$ cat config.mk
export PLATFORM = sky130hd
export DESIGN_NAME = irq_ack_unit
export DESIGN_NICKNAME = d
export VERILOG_FILES = /design/src/rtl/irq_ack_pkg.sv /design/src/rtl/irq_nmi_detect.sv /design/src/rtl/irq_ack_seq.sv /design/src/rtl/irq_ack_unit.sv
export SDC_FILE = /design/constraint.sdc
export NUM_CORES = 1
export LEC_CHECK = 0
export CORE_MARGIN = 2
export CORE_UTILIZATION = 50
export CTS_BUF_LIST = sky130_fd_sc_hd__clkbuf_16
export CTS_CLUSTER_SIZE = 8
export DETAILED_ROUTE_END_ITERATION = 16
export PLACE_DENSITY = 0.86
export SETUP_SLACK_MARGIN = 0.1
export SYNTH_ARGS = -nofsm -noshare
export SYNTH_HDL_FRONTEND = slang
export SYNTH_HIERARCHICAL = 1
export SYNTH_SLANG_ARGS = --single-unit
$ cat constraint.sdc
create_clock -name clk -period 5.4 [get_ports clk]
set_clock_uncertainty 0.2 [all_clocks]
set_input_delay 1.08 -clock clk [delete_from_list [all_inputs] [get_ports clk]]
set_output_delay 1.08 -clock clk [all_outputs]
set_load 0.01 [all_outputs]
$ cat src/rtl/irq_ack_pkg.sv
package irq_ack_pkg;

    typedef enum logic [1:0] {
        ACK_IDLE   = 2'd0,
        ACK_FIRST  = 2'd1,
        ACK_SECOND = 2'd2
    } ack_phase_e;

endpackage

$ cat src/rtl/irq_nmi_detect.sv
module irq_nmi_detect #(
    parameter int NMI_MIN = 3
) (
    input  logic clk,
    input  logic rst_n,
    input  logic nmi_raw_i,
    input  logic take_i,
    output logic pend_o
);
    localparam int RUN_W = $clog2(NMI_MIN + 1);
    localparam logic [RUN_W-1:0] RUN_MAX = RUN_W'(NMI_MIN);
    localparam logic [RUN_W-1:0] RUN_HIT = RUN_W'(NMI_MIN - 1);

    typedef struct packed {
        logic [1:0]       sync;
        logic [RUN_W-1:0] run;
        logic             pend;
    } det_t;

    det_t q, d;
    logic hit;

    always_comb begin
        d      = q;
        d.sync = {q.sync[0], nmi_raw_i};
        hit    = q.sync[1] && (q.run == RUN_HIT);
        if (!q.sync[1]) begin
            d.run = '0;
        end else if (q.run != RUN_MAX) begin
            d.run = q.run + 1'b1;
        end
        d.pend = (q.pend && !take_i) || hit;
    end

    always_ff @(posedge clk) begin
        if (!rst_n) begin
            q <= '0;
        end else begin
            q <= d;
        end
    end

    assign pend_o = q.pend;
endmodule

$ cat src/rtl/irq_ack_seq.sv
module irq_ack_seq
    import irq_ack_pkg::*;
#(
    parameter int ACK_CYC = 4,
    parameter int DATA_W  = 8
) (
    input  logic              clk,
    input  logic              rst_n,
    input  logic              start_i,
    input  logic [DATA_W-1:0] ack_data_i,
    output logic              strobe_o,
    output logic              second_o,
    output logic              busy_o,
    output logic              done_o,
    output logic [DATA_W-1:0] type_o
);
    localparam int CNT_W = (ACK_CYC > 2) ? $clog2(ACK_CYC) : 1;
    localparam logic [CNT_W-1:0] LAST   = CNT_W'(ACK_CYC - 1);
    localparam logic [CNT_W-1:0] CAP_AT = CNT_W'(ACK_CYC - 2);

    typedef struct packed {
        ack_phase_e        ph;
        logic [CNT_W-1:0]  cnt;
        logic [DATA_W-1:0] cap;
    } seq_t;

    seq_t q, d;

    always_comb begin
        d      = q;
        done_o = 1'b0;
        unique case (q.ph)
            ACK_IDLE: begin
                if (start_i) begin
                    d.ph  = ACK_FIRST;
                    d.cnt = '0;
                end
            end
            ACK_FIRST: begin
                if (q.cnt == LAST) begin
                    d.ph  = ACK_SECOND;
                    d.cnt = '0;
                end else begin
                    d.cnt = q.cnt + 1'b1;
                end
            end
            ACK_SECOND: begin
                if (q.cnt == CAP_AT) begin
                    d.cap = ack_data_i;
                end
                if (q.cnt == LAST) begin
                    d.ph   = ACK_IDLE;
                    d.cnt  = '0;
                    done_o = 1'b1;
                end else begin
                    d.cnt = q.cnt + 1'b1;
                end
            end
            default: begin
                d.ph  = ACK_IDLE;
                d.cnt = '0;
            end
        endcase
    end

    always_ff @(posedge clk) begin
        if (!rst_n) begin
            q <= '{ph: ACK_IDLE, cnt: '0, cap: '0};
        end else begin
            q <= d;
        end
    end

    assign busy_o   = (q.ph != ACK_IDLE);
    assign second_o = (q.ph == ACK_SECOND);
    assign strobe_o = busy_o && (q.cnt != LAST);
    assign type_o   = q.cap;
endmodule

$ cat src/rtl/irq_ack_unit.sv
module irq_ack_unit #(
    parameter int              DATA_W      = 8,
    parameter int              FLAG_W      = 8,
    parameter int              IE_BIT      = 5,
    parameter int              ACK_CYC     = 4,
    parameter int              NMI_MIN     = 3,
    parameter logic [DATA_W-1:0] NMI_TYPE  = 8'd2,
    parameter logic [FLAG_W-1:0] RESET_FLAGS = '0
) (
    input  logic                clk,
    input  logic                rst_n,
    input  logic                nmi_i,
    input  logic                intr_i,
    input  logic                boundary_i,
    input  logic                flags_wr_i,
    input  logic [FLAG_W-1:0]   flags_wdata_i,
    input  logic [DATA_W-1:0]   ack_data_i,
    output logic                ack_strobe_o,
    output logic                ack_second_o,
    output logic                busy_o,
    output logic [FLAG_W-1:0]   flags_o,
    output logic [FLAG_W-1:0]   saved_flags_o,
    output logic                vec_valid_o,
    output logic [DATA_W-1:0]   vec_type_o,
    output logic [DATA_W+1:0]   vec_addr_o
);
    typedef struct packed {
        logic              intr;
        logic [FLAG_W-1:0] flags;
        logic [FLAG_W-1:0] saved;
        logic              vv;
        logic [DATA_W-1:0] vtype;
    } top_t;

    top_t q, d;

    logic              nmi_pend;
    logic              take_nmi;
    logic              take_int;
    logic              seq_busy;
    logic              seq_done;
    logic [DATA_W-1:0] seq_type;

    irq_nmi_detect #(
        .NMI_MIN (NMI_MIN)
    ) u_nmi (
        .clk       (clk),
        .rst_n     (rst_n),
        .nmi_raw_i (nmi_i),
        .take_i    (take_nmi),
        .pend_o    (nmi_pend)
    );

    irq_ack_seq #(
        .ACK_CYC (ACK_CYC),
        .DATA_W  (DATA_W)
    ) u_seq (
        .clk        (clk),
        .rst_n      (rst_n),
        .start_i    (take_int),
        .ack_data_i (ack_data_i),
        .strobe_o   (ack_strobe_o),
        .second_o   (ack_second_o),
        .busy_o     (seq_busy),
        .done_o     (seq_done),
        .type_o     (seq_type)
    );

    always_comb begin
        take_nmi = boundary_i && !seq_busy && nmi_pend;
        take_int = boundary_i && !seq_busy && !nmi_pend && q.intr && q.flags[IE_BIT];

        d      = q;
        d.intr = intr_i;
        d.vv   = 1'b0;
        if (seq_done) begin
            d.vv    = 1'b1;
            d.vtype = seq_type;
        end
        if (take_nmi) begin
            d.vv    = 1'b1;
            d.vtype = NMI_TYPE;
        end
        if (take_nmi || take_int) begin
            d.saved         = q.flags;
            d.flags[IE_BIT] = 1'b0;
        end else if (flags_wr_i) begin
            d.flags = flags_wdata_i;
        end
    end

    always_ff @(posedge clk) begin
        if (!rst_n) begin
            q <= '{intr: 1'b0, flags: RESET_FLAGS, saved: '0, vv: 1'b0, vtype: '0};
        end else begin
            q <= d;
        end
    end

    assign busy_o        = seq_busy;
    assign flags_o       = q.flags;
    assign saved_flags_o = q.saved;
    assign vec_valid_o   = q.vv;
    assign vec_type_o    = q.vtype;
    assign vec_addr_o    = {q.vtype, 2'b00};
endmodule

==> metrics, run 1 <==
outcome=complete, no violations; Routed Wire Length=3560 microns; CP Max Fanout=35; CP peak stage delay=1.19 ns; crit path cell chain=clkdlybuf4s50_1 -> nand2_1 -> nor3_1; Leakage=0.968 nW; sum of negative setup slack=0 ns; Hold Crit Class=reg2reg; Critical-path top delay cell=clkdlybuf4s50_1; Worst setup EP type=register; Initial Util=between 50% and 60%; Final period util=between 50 and 60%; remaining antenna violation count=0; fmax=0.333 GHz; CP Launch Type=input port; DRC=0; Placed Cells=280; later-pin clock latency in the skew report=0.28 ns; clock sinks=43; global route overflow=0; DIE AREA=4770 sq um; Placer Congestion=0.789; Fin. Hold Viols=0; Finished Layout Cells=roughly 290; Die H=69.1 microns; drt pass-1 iters=4; cell area after synthesis=between 2000 and 2500 sq um; Syn. warnings=6; instance count on the critical path=3; crit path DAT=3.00 ns; initial antenna violation count=0; ant diodes=0; max_cap viols=0; worst-case hold slack=between 0.2 and 0.25 ns; first-pass GRT wire length=5940 microns; 1st-iter DRT viols=84; Worst Reg-to-Reg Cells=5; CP bufs+invs=1; TritonCTS clock tree=done; kind of critical path=in2reg; WL/cell=about 12 microns; Synth cell types=35; Worst VDD drop=0.000182 V; routed vias/inst=between 4 and 5; CTS H-tree depth=2; Core Area=about 4000 sq um; Max-Slew Margin vs Limit=27.2%; Detail Placement HPWL=2530 microns; Power Density=between 200 and 300 nW/um^2; Post-CTS Hold Fix Bufs=0; clk buf depth=2; I/O pin total=60; Synth Area per Inst=9.53 sq um; nets=264; root buffer cell=clkbuf_16; Setup Buffers After CTS=0; clock-pin slew on the worst setup and hold paths=0.06 ns; WP data required=5.40 ns; RSZ-0062 raised after global routing=false; Total GRT Usage=15.6%; hold depth=1; pin count of the biggest net entering global routing=36; FP Rows=23; Total Power=0.000660 W; post_cts resized=0; via count=roughly 1,400; worst slew pin tran=1.09 ns; Syn-to-layout area delta=19.2%; post-layout utilization of the core=62.6%; die width=69.1 microns; vias in the first global route=1,266; Final setup viols=0; CP delay by family, top=buffers and inverters; sequential element share of the synthesized area=40.7%; Num CTS Buffers=5; Yosys reg bits=43; I/O Buffers=57; cell count after synthesis=222; layout cell share with drive strength beyond 1=7.56%; fin. max-slew vios=0; Tmin final=around 3 ns
## final timing paths
kind                                  start    endpoint  slack, ns
worst min register to register   u_nmi/d[4]  u_nmi/q[4]       0.23
worst max-delay path                  rst_n  flags_o[5]       2.40
worst min-delay path             u_nmi/d[4]  u_nmi/q[4]       0.23
worst max register to register  u_seq/q[10]  u_seq/q[9]       3.29
## cell families (layout without fill, tap and decap cells)
logic type / Yosys count / in the layout / share of synthesized area, %
muxes: 31 / 31 / 14.7
and+or+nand+nor: 73 / 73 / 16.5
buffers and inverters: 55 / 70 / 18.5
adders and majority gates: 5 / 5 / 2.96
other: 1 / 2 / 0.177
DFF: 43 / 43 / 40.7
xor gates and xnor gates: 2 / 2 / 0.828
AOI/OAI and AO/OA: 12 / 12 / 5.74
## area by class of cell
type | count | area [sq um]
fillers | 333 | 1510
multi-input cells | 125 | 868
flip-flops and latches | 43 | 861
repair buffers | 58 | 578
clock buffers | 5 | 125
well taps | 50 | 62.6
inverters | 4 | 15.0
clock inverters | 3 | 12.5
## worst register-to-register path, stage by stage (launching register included)
cell,delay [ns]
dfxtp_1,0.41
or2_2,0.38
nand2b_4,0.19
nor3_1,0.36
nor3b_1,0.09
o311a_2,0.37
## per-stage QoR
step	instance area [sq um]	setup WS (ns)
after CTS	2520	2.36
after global placement	2380	2.16
final	2520	2.40
after global routing	2520	2.11
after detailed placement	2380	2.06
after floorplan	2120	3.19
## cells in the mapped netlist
cell	count	share of area (%)
dfxtp_1	43	41
nor3_1	3	0.71
a21oi_2	1	0.41
and3b_2	1	0.47
ha_1	5	3.0
o21ai_4	1	0.77
a21oi_1	1	0.24
conb_1	1	0.18
nor3b_1	2	0.71
nand2b_4	1	0.65
nor2_4	1	0.53
nand2b_1	1	0.30
o221a_2	1	0.53
nand2_1	42	7.5
o311a_2	1	0.53
inv_1	4	0.71
xor2_1	2	0.83
o21a_1	1	0.35
and2b_2	1	0.41
and2_1	4	1.2
a21oi_4	1	0.77
or2_1	1	0.30
or3b_1	1	0.41
nand3b_1	2	0.71
buf_2	6	1.4
a21boi_0	2	0.71
mux2i_1	31	15
nor2_1	10	1.8
a32o_1	1	0.47
buf_6	2	1.1
or2_2	1	0.30
buf_4	43	15
o21ai_0	1	0.24
nor2b_1	2	0.59
a2111oi_2	1	0.71
## registers in the layout, indices dropped and copies added, names as in the netlist
signal	count
flags_o	8
vec_type_o	8
vec_valid_o	1
u_seq/q	4
u_nmi/q	3
u_nmi/pend_o	1
q	1
u_nmi/d	1
saved_flags_o	8
u_seq/type_o	8
## cell usage in the layout (no fill, tap or decap), types with 2 or more instances in the layout
master / count
clkdlybuf4s50_1: 57
dfxtp_1: 43
nand2_1: 42
mux2i_1: 31
nor2_1: 10
inv_1: 6
clkbuf_16: 5
ha_1: 5
and2_1: 4
nor3_1: 3
nand3b_1: 2
a21boi_0: 2
conb_1: 2
xor2_1: 2
nor2b_1: 2
nor3b_1: 2
## per-layer routing
metal	vias to the layer above	track usage, %	share of wire (%)
li1	709	-	-
met1	634	20.2	45
met2	32	23.9	48
met3	8	3.80	4.1
met4	0	8.50	2.4
met5	-	0	0
## where the power goes
group / internal (W) / switching [W]
logic: 0.0000296 / 0.0000220
clock network: 0.000167 / 0.000114
registers: 0.000323 / 0.00000425
Power figures use the tool's default switching activity.
==> inputs of run 2 (changes only) <==
CORE_UTILIZATION = 43   (was 50)
PLACE_DENSITY = 0.79   (was 0.86)
clock period = 2.6 ns   (was 5.4 ns; I/O delays follow)
==> metrics, run 2 (synthesis gave the netlist of run 1 again) <==
M1 WL=1680 microns (+4.3%); met3 wirelength from detailed routing=133 microns (-9.5%); CP Launch Type=register; DIE AREA=5500 sq um (+15%); worst r2r src=u_seq/q[10]; DRC=0 (unchanged); RSZ-0062 raised after global routing=false; ant diodes=0 (unchanged); crit path DAT=1.67 ns (-1.33 ns); Tmin final=2.39 ns; routed wl met2=1740 microns (+1.5%); WP data required=1.88 ns (-3.52 ns); hold depth=1 (unchanged); Placer Congestion=0.775 (-1.7%); reg-to-reg slack, setup=0.57 ns (-2.72 ns); Total GRT Usage=13.3% (-2.3 points); via count=1,405 (+1.6%); Power Density=540 nW/um^2 (+110%); FP Rows=25 (+8.7%); Fin. Hold Viols=0 (unchanged); Die H=74.1 microns (+7.4%); Final setup viols=0 (unchanged); Hold Crit Class=reg2reg; clock-pin slew on the worst setup and hold paths=0.06 ns (about the same); Setup Buffers After CTS=0 (unchanged); TritonCTS clock tree=done; Worst VDD drop=0.000262 V (+44%); first-pass GRT wire length=5570 microns (-6.3%); Post-CTS Hold Fix Bufs=0 (unchanged); post_cts resized=0 (unchanged); drt pass-1 iters=4 (unchanged); hold path startpoint=u_nmi/d[4]; die width=74.1 microns (+7.4%); max_cap viols=0 (unchanged); worst slew pin tran=0.547 ns (-0.542 ns); fmax=0.419 GHz; Max Used Layer=met4; I/O Buffers=57 (unchanged); number of fillers in the final layout=426 (+28%); Syn-to-layout area delta=20.7%; vias in the first global route=1,207 (-4.7%); Leakage=0.970 nW (+0.20%); Num CTS Buffers=5 (unchanged); Worst setup EP type=primary output; initial antenna violation count=0 (unchanged); clk buf depth=2 (unchanged); kind of critical path=reg2out; Final period util=91.9%; layout cell share with drive strength beyond 1=8.79% (+1.2 points); commonest non-fill, non-tap cell in the layout=clkdlybuf4s50_1; root buffer cell=clkbuf_16; most frequent cells in the layout=clkdlybuf4s50_1 (57), dfxtp_1 (43), nand2_1 (42), mux2i_1 (31), nor2_1 (10); clock sinks=43 (unchanged); Core Area=4720 sq um (+17%); routed vias/inst=4.59 (-4.4%); global route overflow=0 (unchanged); sum of negative setup slack=0 ns (unchanged); pin count of the biggest net entering global routing=30 (-17%); later-pin clock latency in the skew report=0.28 ns (about the same); CTS H-tree depth=2 (unchanged); end of the worst register-to-register path=u_seq/q[9]; fin. max-slew vios=0 (unchanged); 1st-iter DRT viols=51 (-39%); nets=265 (+0.38%); I/O pin total=60 (unchanged); Finished Layout Cells=306 (+6.3%); outcome=complete, no violations; CP Max Fanout=11 (-69%); Detail Placement HPWL=2640 microns (+4.5%); Initial Util=44.8% (-7.7 points); WL/cell=11.8 microns (-4.4%); Routed Wire Length=3620 microns (+1.6%); remaining antenna violation count=0 (unchanged); Max-Slew Margin vs Limit=63.5% (+36 points); Placed Cells=298 (+6.4%); hold endpoint=u_nmi/q[4]; Worst Reg-to-Reg Cells=5 (unchanged)
-- run 2: worst max-delay path, cell delays in order (launching register included) --
cell and delay [ns]:
dfxtp_1 0.52, or2_2 0.21, nor2b_1 0.13, clkdlybuf4s50_1 0.54
-- run 2: through the flow --
stage | total power, W | utilization, % | worst slack [ns] | hold WS, ns | area, sq um
floorplan | 0.000757 | - | 0.633 | 0.212 | 2120
global placement | 0.000802 | 51.1 | 0.383 | 0.215 | 2410
detailed placement | 0.000803 | 51.1 | 0.359 | 0.221 | 2410
CTS | 0.00140 | 54.1 | 0.198 | 0.235 | 2550
global route | 0.00143 | 54.1 | 0.119 | 0.273 | 2550
finish | 0.00138 | 54.1 | 0.212 | 0.231 | 2550
-- run 2: area by class of cell --
| class | instances | area (sq um) | share of cell area, % |
|---|---|---|---|
| Tap cell | 67 | 83.8 | 3.28 |
| Inverter | 4 | 15.0 | 0.588 |
| Clock inverter | 3 | 15.0 | 0.588 |
| Clock buffer | 5 | 125 | 4.90 |
| Sequential cell | 43 | 861 | 33.7 |
| Multi-Input combinational cell | 125 | 868 | 34.0 |
| Timing Repair Buffer | 59 | 586 | 22.9 |
-- run 2: how the worst max path moves through the flow --
stage | from | to | slack [ns] | cells after the start
2_1_floorplan | u_seq/q[10] | u_seq/q[9] | 0.63 | 6
3_3_place_gp | boundary_i | u_seq/q[9] | 0.38 | 5
3_5_place_dp | boundary_i | u_seq/q[9] | 0.36 | 5
4_1_cts | u_seq/q[10] | ack_strobe_o | 0.20 | 3
5_1_grt | u_seq/q[10] | ack_strobe_o | 0.12 | 3
6_report | u_seq/q[10] | ack_strobe_o | 0.21 | 3
-- run 2: where the power goes --
group	total [W]	internal, W	switching (W)
sequential	0.000681	0.000672	0.00000898
clock	0.000591	0.000350	0.000241
combinational	0.000107	0.0000620	0.0000455
total	0.00138	0.00108	0.000296
-- run 2: per-layer routing --
layer,vias to the layer above,track usage [%]
met3,5,2.57
met4,0,6.67
li1,709,-
met1,659,18.1
met2,32,20.1
met5,-,0
==> inputs of run 3 (changes only) <==
GPL_TIMING_DRIVEN = 1   (was unset)
SETUP_SLACK_MARGIN = unset   (was 0.1)
SLEW_MARGIN = 20   (was unset)
==> results of run 3 <==
The final DEF is identical to that of run 2; final timing and power are the same.
